**src/rtl/console_seq_pkg.sv**
```systemverilog
package console_seq_pkg;

    localparam int unsigned CMD_W = 4;

    localparam logic [CMD_W-1:0] CMD_CONTINUE = 4'h0;
    localparam logic [CMD_W-1:0] CMD_DISABLE  = 4'hB;

    typedef enum logic [3:0] {
        ST_RUN,
        ST_PEND,
        ST_STEP,
        ST_BP_READ,
        ST_LOOP,
        ST_EXEC,
        ST_BUSY,
        ST_HALT,
        ST_SUSPEND,
        ST_EXIT_CONT,
        ST_EXIT_IRQ
    } seq_state_e;

endpackage

```
**src/rtl/cons_req_filter.sv**
```systemverilog
// Qualifies the request pin: true once it has been low for HOLD cycles in a row.
module cons_req_filter #(
    parameter int unsigned HOLD = 2
) (
    input  logic clk,
    input  logic rst_n,
    input  logic req_n,
    output logic held
);
    localparam int unsigned CW = $clog2(HOLD + 1);
    localparam logic [CW-1:0] NEED = CW'(HOLD - 1);

    logic [CW-1:0] low_cnt;

    always_ff @(posedge clk) begin
        if (!rst_n) begin
            low_cnt <= '0;
        end else if (req_n) begin
            low_cnt <= '0;
        end else if (low_cnt < NEED) begin
            low_cnt <= low_cnt + CW'(1);
        end
    end

    assign held = !req_n && (low_cnt >= NEED);
endmodule

```
**src/rtl/cons_loop_phase.sv**
```systemverilog
// Phase counter of the console polling loop: phase 0 samples the pin, phase 1 reads the command.
module cons_loop_phase #(
    parameter int unsigned LEN = 3
) (
    input  logic clk,
    input  logic rst_n,
    input  logic load,
    input  logic adv,
    output logic sample_ph,
    output logic read_ph
);
    localparam int unsigned PW = (LEN > 2) ? $clog2(LEN) : 1;
    localparam logic [PW-1:0] LAST  = PW'(LEN - 1);
    localparam logic [PW-1:0] RD_PH = PW'(1);

    logic [PW-1:0] phase;

    always_ff @(posedge clk) begin
        if (!rst_n) begin
            phase <= '0;
        end else if (load) begin
            phase <= RD_PH;
        end else if (adv) begin
            phase <= (phase == LAST) ? '0 : phase + PW'(1);
        end
    end

    assign sample_ph = (phase == '0);
    assign read_ph   = (phase == RD_PH);
endmodule

```
**src/rtl/cons_step_window.sv**
```systemverilog
// Counts prefetches after a continue exit; the step window is open until FETCHES of them.
module cons_step_window #(
    parameter int unsigned FETCHES = 2
) (
    input  logic clk,
    input  logic rst_n,
    input  logic clear,
    input  logic fetch,
    output logic open
);
    localparam int unsigned CW = $clog2(FETCHES + 1);
    localparam logic [CW-1:0] LIMIT = CW'(FETCHES);

    logic [CW-1:0] cnt;

    always_ff @(posedge clk) begin
        if (!rst_n) begin
            cnt <= '0;
        end else if (clear) begin
            cnt <= '0;
        end else if (fetch && open) begin
            cnt <= cnt + CW'(1);
        end
    end

    assign open = (cnt < LIMIT);
endmodule

```
**src/rtl/console_entry_seq.sv**
```systemverilog
module console_entry_seq
    import console_seq_pkg::*;
#(
    parameter int unsigned REQ_HOLD     = 2,
    parameter int unsigned LOOP_LEN     = 3,
    parameter int unsigned STEP_FETCHES = 2
) (
    input  logic             clk,
    input  logic             rst_n,
    input  logic             req_n,
    input  logic             bp_hit,
    input  logic             instr_done,
    input  logic             cfg_int_present,
    input  logic             cfg_sys_present,
    input  logic             irq_pending,
    input  logic [CMD_W-1:0] cmd_code,
    input  logic             cmd_done,
    input  logic             fetch_strobe,
    output logic             cmd_rd,
    output logic             cmd_exec,
    output logic             timers_halt,
    output logic             refill_req,
    output logic             isr_resume,
    output logic             console_active
);
    seq_state_e state, nxt;

    logic             held;
    logic             sample_ph, read_ph;
    logic             step_open;
    logic [CMD_W-1:0] cmd_q;
    logic             pin_req, bp_req, step_req;

    cons_req_filter #(.HOLD(REQ_HOLD)) u_filter (
        .clk   (clk),
        .rst_n (rst_n),
        .req_n (req_n),
        .held  (held)
    );

    cons_loop_phase #(.LEN(LOOP_LEN)) u_phase (
        .clk       (clk),
        .rst_n     (rst_n),
        .load      ((nxt == ST_LOOP) && (state != ST_LOOP)),
        .adv       (state == ST_LOOP),
        .sample_ph (sample_ph),
        .read_ph   (read_ph)
    );

    cons_step_window #(.FETCHES(STEP_FETCHES)) u_step (
        .clk   (clk),
        .rst_n (rst_n),
        .clear (state == ST_EXIT_CONT),
        .fetch ((state == ST_STEP) && fetch_strobe),
        .open  (step_open)
    );

    assign pin_req  = held && cfg_int_present;
    assign bp_req   = bp_hit && cfg_sys_present;
    assign step_req = !req_n && cfg_int_present && step_open;

    // State register and command capture
    always_ff @(posedge clk) begin
        if (!rst_n) begin
            state <= ST_RUN;
            cmd_q <= CMD_CONTINUE;
        end else begin
            state <= nxt;
            if (cmd_rd) begin
                cmd_q <= cmd_code;
            end
        end
    end

    // Next-state logic
    always_comb begin
        nxt = state;
        unique case (state)
            ST_RUN: begin
                if (bp_req)       nxt = ST_BP_READ;
                else if (pin_req) nxt = instr_done ? ST_LOOP : ST_PEND;
            end
            ST_PEND: begin
                if (bp_req)          nxt = ST_BP_READ;
                else if (instr_done) nxt = ST_LOOP;
            end
            ST_STEP: begin
                if (bp_req)                   nxt = ST_BP_READ;
                else if (step_req || pin_req) nxt = instr_done ? ST_LOOP : ST_PEND;
                else if (!step_open)          nxt = ST_RUN;
            end
            ST_BP_READ: nxt = ST_EXEC;
            ST_LOOP: begin
                if (sample_ph && req_n) nxt = ST_EXEC;
            end
            ST_EXEC: begin
                if (cmd_q == CMD_CONTINUE)     nxt = ST_EXIT_CONT;
                else if (cmd_q == CMD_DISABLE) nxt = ST_SUSPEND;
                else                           nxt = ST_BUSY;
            end
            ST_BUSY: begin
                if (cmd_done) nxt = ST_HALT;
            end
            ST_HALT: begin
                if (!req_n) nxt = ST_LOOP;
            end
            ST_SUSPEND: begin
                if (irq_pending) nxt = ST_EXIT_IRQ;
                else if (!req_n) nxt = ST_LOOP;
            end
            ST_EXIT_CONT: nxt = ST_STEP;
            ST_EXIT_IRQ:  nxt = ST_RUN;
            default:      nxt = ST_RUN;
        endcase
    end

    // Output decode
    always_comb begin
        cmd_rd         = 1'b0;
        cmd_exec       = 1'b0;
        timers_halt    = 1'b0;
        refill_req     = 1'b0;
        isr_resume     = 1'b0;
        console_active = 1'b0;
        unique case (state)
            ST_RUN, ST_PEND, ST_STEP: ;
            ST_BP_READ: begin
                cmd_rd         = 1'b1;
                console_active = 1'b1;
                timers_halt    = 1'b1;
            end
            ST_LOOP: begin
                cmd_rd         = read_ph;
                console_active = 1'b1;
                timers_halt    = 1'b1;
            end
            ST_EXEC: begin
                cmd_exec       = 1'b1;
                console_active = 1'b1;
                timers_halt    = 1'b1;
            end
            ST_BUSY, ST_HALT, ST_SUSPEND: begin
                console_active = 1'b1;
                timers_halt    = 1'b1;
            end
            ST_EXIT_CONT: refill_req = 1'b1;
            ST_EXIT_IRQ: begin
                refill_req = 1'b1;
                isr_resume = 1'b1;
            end
            default: ;
        endcase
    end
endmodule

```
**config.mk**
```make
export PLATFORM = sky130hd
export DESIGN_NAME = console_entry_seq
export DESIGN_NICKNAME = d
export VERILOG_FILES = /design/src/rtl/console_seq_pkg.sv /design/src/rtl/cons_req_filter.sv /design/src/rtl/cons_loop_phase.sv /design/src/rtl/cons_step_window.sv /design/src/rtl/console_entry_seq.sv
export SDC_FILE = /design/constraint.sdc
export NUM_CORES = 1
export LEC_CHECK = 0
export ABC_AREA = 1
export ABC_CLOCK_PERIOD_IN_PS = 3700
export BUFFER_PORTS_ARGS = -buffer_cell sky130_fd_sc_hd__clkbuf_2
export CORE_MARGIN = 3
export CORE_UTILIZATION = 57
export CTS_CLUSTER_DIAMETER = 120
export DETAILED_ROUTE_END_ITERATION = 7
export PLACE_DENSITY = 0.88
export SLEW_MARGIN = 20
export SYNTH_ARGS = -nofsm -noshare
export SYNTH_HDL_FRONTEND = slang
export SYNTH_HIERARCHICAL = 1
export SYNTH_SLANG_ARGS = --single-unit
```
**constraint.sdc**
```tcl
create_clock -name clk -period 3.7 [get_ports clk]
set_clock_uncertainty 0.15 [all_clocks]
set_input_delay 0.555 -clock clk [delete_from_list [all_inputs] [get_ports clk]]
set_output_delay 0.555 -clock clk [all_outputs]
set_load 0.02 [all_outputs]
```
=== Yosys cells after proc, flatten, opt, wreduce, memory -nomap -nowiden ===
Index checks and enable logic that the tools add are counted.

* $add $sub $neg: 3
* Multipliers: 0
* Divide/modulo/power cells: 0
* Magnitude comparators: 3
* Eq/ne operators: 15
* Shifts and indexed selects: 0
* Muxes and demuxes: 23
* Bitwise logic cells: 1
* Reduce and logical (&&, ||, !) cells: 20

{| class="wikitable"
|+ Operators with widths
! cell !! number
|-
| $mux 4 || 13
|-
| $pmux 4 s10 || 1
|-
| $eq 4x3->1 const B || 5
|-
| $eq 4x4->1 const B || 4
|-
| $logic_and 1x1->1 || 9
|-
| $eq 4x2->1 const B || 2
|-
| $logic_not 4->1 || 2
|-
| $reduce_or 2->1 || 4
|-
| $add 2x1->2 const B || 3
|-
| $mux 1 || 6
|-
| $reduce_or 6->1 || 1
|-
| $eq 4x1->1 const B || 1
|-
| $ne 4x3->1 const B || 1
|-
| $mux 3 || 1
|-
| $eq 2x1->1 const B || 1
|-
| $eq 2x2->1 const B || 1
|-
| $ge 2x1->1 const B || 1
|-
| $logic_not 2->1 || 1
|-
| $lt 2x1->1 const B || 1
|-
| $lt 2x2->1 const B || 1
|-
| $mux 2 || 1
|-
| $pmux 1 s2 || 1
|-
| $reduce_bool 2->1 || 1
|-
| $logic_not 1->1 || 1
|-
| other kinds (2) || 2
|}

* Register bits: 14
* Bits in latches: 0
* Memory bits (writable): 0
* Bits in read-only memories: 0
* Output and inout bits: 6
* Word-level logic and storage cells: 71
* Memories kept: 0

=== Depth between registers and ports, before layout ===
* Word-level depth: 10
* Gate-level depth with buffers: 14

=== By module ===
The synthesis kept the hierarchy.

{| class="wikitable"
|+ By module, submodules not included
! module !! instances !! cells each !! area each (µm²)
|-
| console_entry_seq || 1 || 133 || 694.4
|-
| cons_req_filter || 1 || 16 || 105.1
|-
| cons_step_window || 1 || 12 || 90.1
|-
| cons_loop_phase || 1 || 14 || 88.8
|}

=== Least setup slack after synthesis ===
OpenSTA, ideal clock, no wires.

* Path type: register -> output
* Start: reg state[2]
* End: out timers_halt
* Arrival: 1089 ps
* Data required time: 2995 ps
* Setup slack: 1906 ps
* Cell stages (with the launch flop): 7
* Buffers on the path: 1
* Path through: dfxtp_1 inv_1 nand2_1 nor2_1 nor2_1 nand2_1 buf_4

* Word-level cells in the longest chain between the ends: 3

{| class="wikitable"
|+ RTL lines
! item !! line !! RTL
|-
| from (decl) || console_entry_seq.sv:26 || <nowiki>seq_state_e state, nxt;</nowiki>
|-
| from (signal assigned) || console_entry_seq.sv:68 || <nowiki>state <= nxt;</nowiki>
|-
| $eq 4x3->1, or another cell as far along || n/a ||
|-
| $reduce_or 6->1 (no line) * || n/a ||
|-
| $mux 1 * || n/a ||
|-
| to (decl) || console_entry_seq.sv:21 || <nowiki>output logic timers_halt,</nowiki>
|}

Mark *: on every way between the ends. The rest lies on a longest branch, timed or not.

=== Final worst setup path ===
* Start: reg state[3]
* End: out cmd_rd

* Word-level cells in the longest chain between the ends: 2

{| class="wikitable"
|+ RTL lines
! item !! line !! RTL
|-
| $eq 4x3->1 / $eq 4x2->1 (equally long branches) || console_entry_seq.sv:125 || <nowiki>unique case (state)</nowiki>
|-
| $pmux 1 s2 * || console_entry_seq.sv:125 ||
|-
| to (decl) || console_entry_seq.sv:19 || <nowiki>output logic cmd_rd,</nowiki>
|}

Marked as above.

==> metrics.csv <==
metric,value,unit
HP Start,u_filter/low_cnt[1],
Mapped Area,978.4,um2
CTS tree,yes,
Clock transition at path regs,0.09,ns
H-tree depth,1,
core area,1559,um2
clock network latency to the later pin of the worst-skew pair,0.29,ns
post-synthesis sequential area ratio,0.2864,
Setup Viol. Count Final,0,
maxcap violations,0,
GRT Util Overall,0.2450,
syn_nets,190,
via count,1156,
post-CTS setup buffer count,0,
Die ar.,2250,um2
CTS Root Cell,clkbuf_4,
final core utilization,0.7199,
RR Endpoint,u_phase/phase[1],
final instance area,1122,um2
DP Worst Slack,1.765,ns
worst-margin pin slew,0.3563,ns
final setup margin,1.416,ns
CTS Sinks,14,
final WL,2379,um
startpoint types,register,
"non-filler cells, final",213,
multi-input combinational cell area,570.5,um2
worst-case reg-to-reg path depth,14,
iteration-0 DRC count of the detailed router,75,
Die Wd,47.43,um
crit-path max FO,6,
Die H,47.43,um
"Hold Violations, Final",0,
leakage power,0.6449,nW
share of cells above drive strength 1,0.1980,
WP data required,2.99,ns
DRC,0,
Slew Limit Headroom,0.7616,
Ys Warns,6,
Crit. End Element,output port,
Area Growth Syn to Fin,14.71,%
Max Fclk,0.4378,GHz
status,"complete, no violations",
"Top FF cell, synth",dfxtp_1,
hold buffer count at CTS,0,
Layout fillers,131,
wire length per cell,11.17,um
nets,213,
# resized after CTS,0,
largest net degree at the start of global routing,10,
Routed Antenna Nets,0,
Max VDD drop,0.0003174,V
RSZ-0062 raised after global routing,no,
vias in the first global route,937,
fin crit period,2.284,ns
Initial Util,0.6276,
most frequent cell after synthesis,nand2_1,
synth top area cells,"dfxtp_1 29%, nand2_1 18%, nor2_1 14%",
r2r setup slk,1.80,ns
Avg Inst Size Synth,5.591,um2
clk buf depth,2,
Post-synth ARST share,0,
Tcrit/Tclk final,0.6174,
post-place instance area,1086,um2
Final Wtd Congestion,0.9848,
most frequent cells after synthesis,"48 x nand2_1, 37 x nor2_1, 26 x inv_1",
Rows,14,
number of buffers created by CTS,3,
CP arrival,1.58,ns
HPWL after DPL,1905,um
WHS Path Cells,2,
final hold slack,0.3272,ns
post-synth cell types,17,
I/O Buffers,19,
number of diodes,0,
Ports,20,
initial antenna violation count,0,
placed cells,209,
first-pass GRT wire length,3829,um
TritonRoute pass-1 iters,6,
total grt overflow,0,
Setup TNS,0,ns
Yosys reg bits,14,
"area leader, netlist",dfxtp_1,
hold crit path type,reg2reg,
"EDFF count, synth",0,
Power Density,463.2,nW/um2
Setup CP Type,reg2out,
routed vias/inst,5.427,
Yosys top cell area share,0.2864,
FF+latch area,280.3,um2
post-synthesis cell count,175,
R2R Path Start,u_filter/low_cnt[0],
Worst Hold End,u_filter/low_cnt[1],
"Power, Total",0.5198,mW
final slew viol count,0,
[critical path: stages, from the launching register on]
cell      delay, ns
dfxtp_1        0.35
inv_1          0.13
nand2_2        0.09
nor2_1         0.29
a21boi_2       0.15
inv_2          0.11
clkbuf_2       0.17
[layout make-up]
type	count	share of cell area
Tap cell	16	0.01784
Sequential cell	14	0.2497
Inverter	32	0.1070
Multi-Input combinational cell	128	0.5084
Clock buffer	4	0.03233
Timing Repair Buffer	19	0.08473
[worst max path at each step]
| stage | end | start | cells after the start |
|---|---|---|---|
| floorplan | timers_halt | state[2] | 6 |
| global placement | cmd_rd | state[3] | 6 |
| detailed placement | u_phase/phase[1] | req_n | 13 |
| CTS | cmd_rd | state[3] | 6 |
| global route | cmd_rd | state[3] | 6 |
| finish | cmd_rd | state[3] | 6 |
[layout by cell type (no fill, tap or decap)]
| cell type | instances |
|---|---|
| inv_1 | 26 |
| nand2_2 | 5 |
| o21bai_1 | 1 |
| nand3_2 | 1 |
| a21boi_2 | 1 |
| clkbuf_4 | 3 |
| inv_2 | 6 |
| nor2_2 | 3 |
| a21oi_1 | 10 |
| nand2_1 | 48 |
| o21ai_0 | 8 |
| clkbuf_2 | 19 |
| clkbuf_8 | 1 |
| ha_1 | 1 |
| nand3_1 | 10 |
| nand3b_1 | 1 |
| nand4_1 | 2 |
| nor2_1 | 37 |
| dfxtp_1 | 14 |
[sequential cells by signal, summed over array words and instances (netlist names)]
| register | flops |
|---|---|
| cmd_q | 4 |
| state | 4 |
| u_filter/low_cnt | 2 |
| u_phase/phase | 2 |
| u_step/cnt | 2 |
[layer usage]
metal	track usage	wire length [um]
met1	0.3021	987
met2	0.4118	1095
met3	0.03383	198
met4	0.1271	97
met5	0	0
[power by group]
part           total (mW)  internal, mW  switching, mW
clock               0.112        0.0600         0.0518
sequential          0.193         0.173         0.0205
combinational       0.215        0.0721          0.143
total               0.520         0.305          0.215
[logic make-up after synthesis]
family / after synthesis / share of synthesized area
and+or+nand+nor: 107 / 0.4591
adders and majority gates: 1 / 0.01279
buffers and inverters: 33 / 0.1304
AOI/OAI and AO/OA: 20 / 0.1113
DFF: 14 / 0.2864
Power figures use the tool's default switching activity.
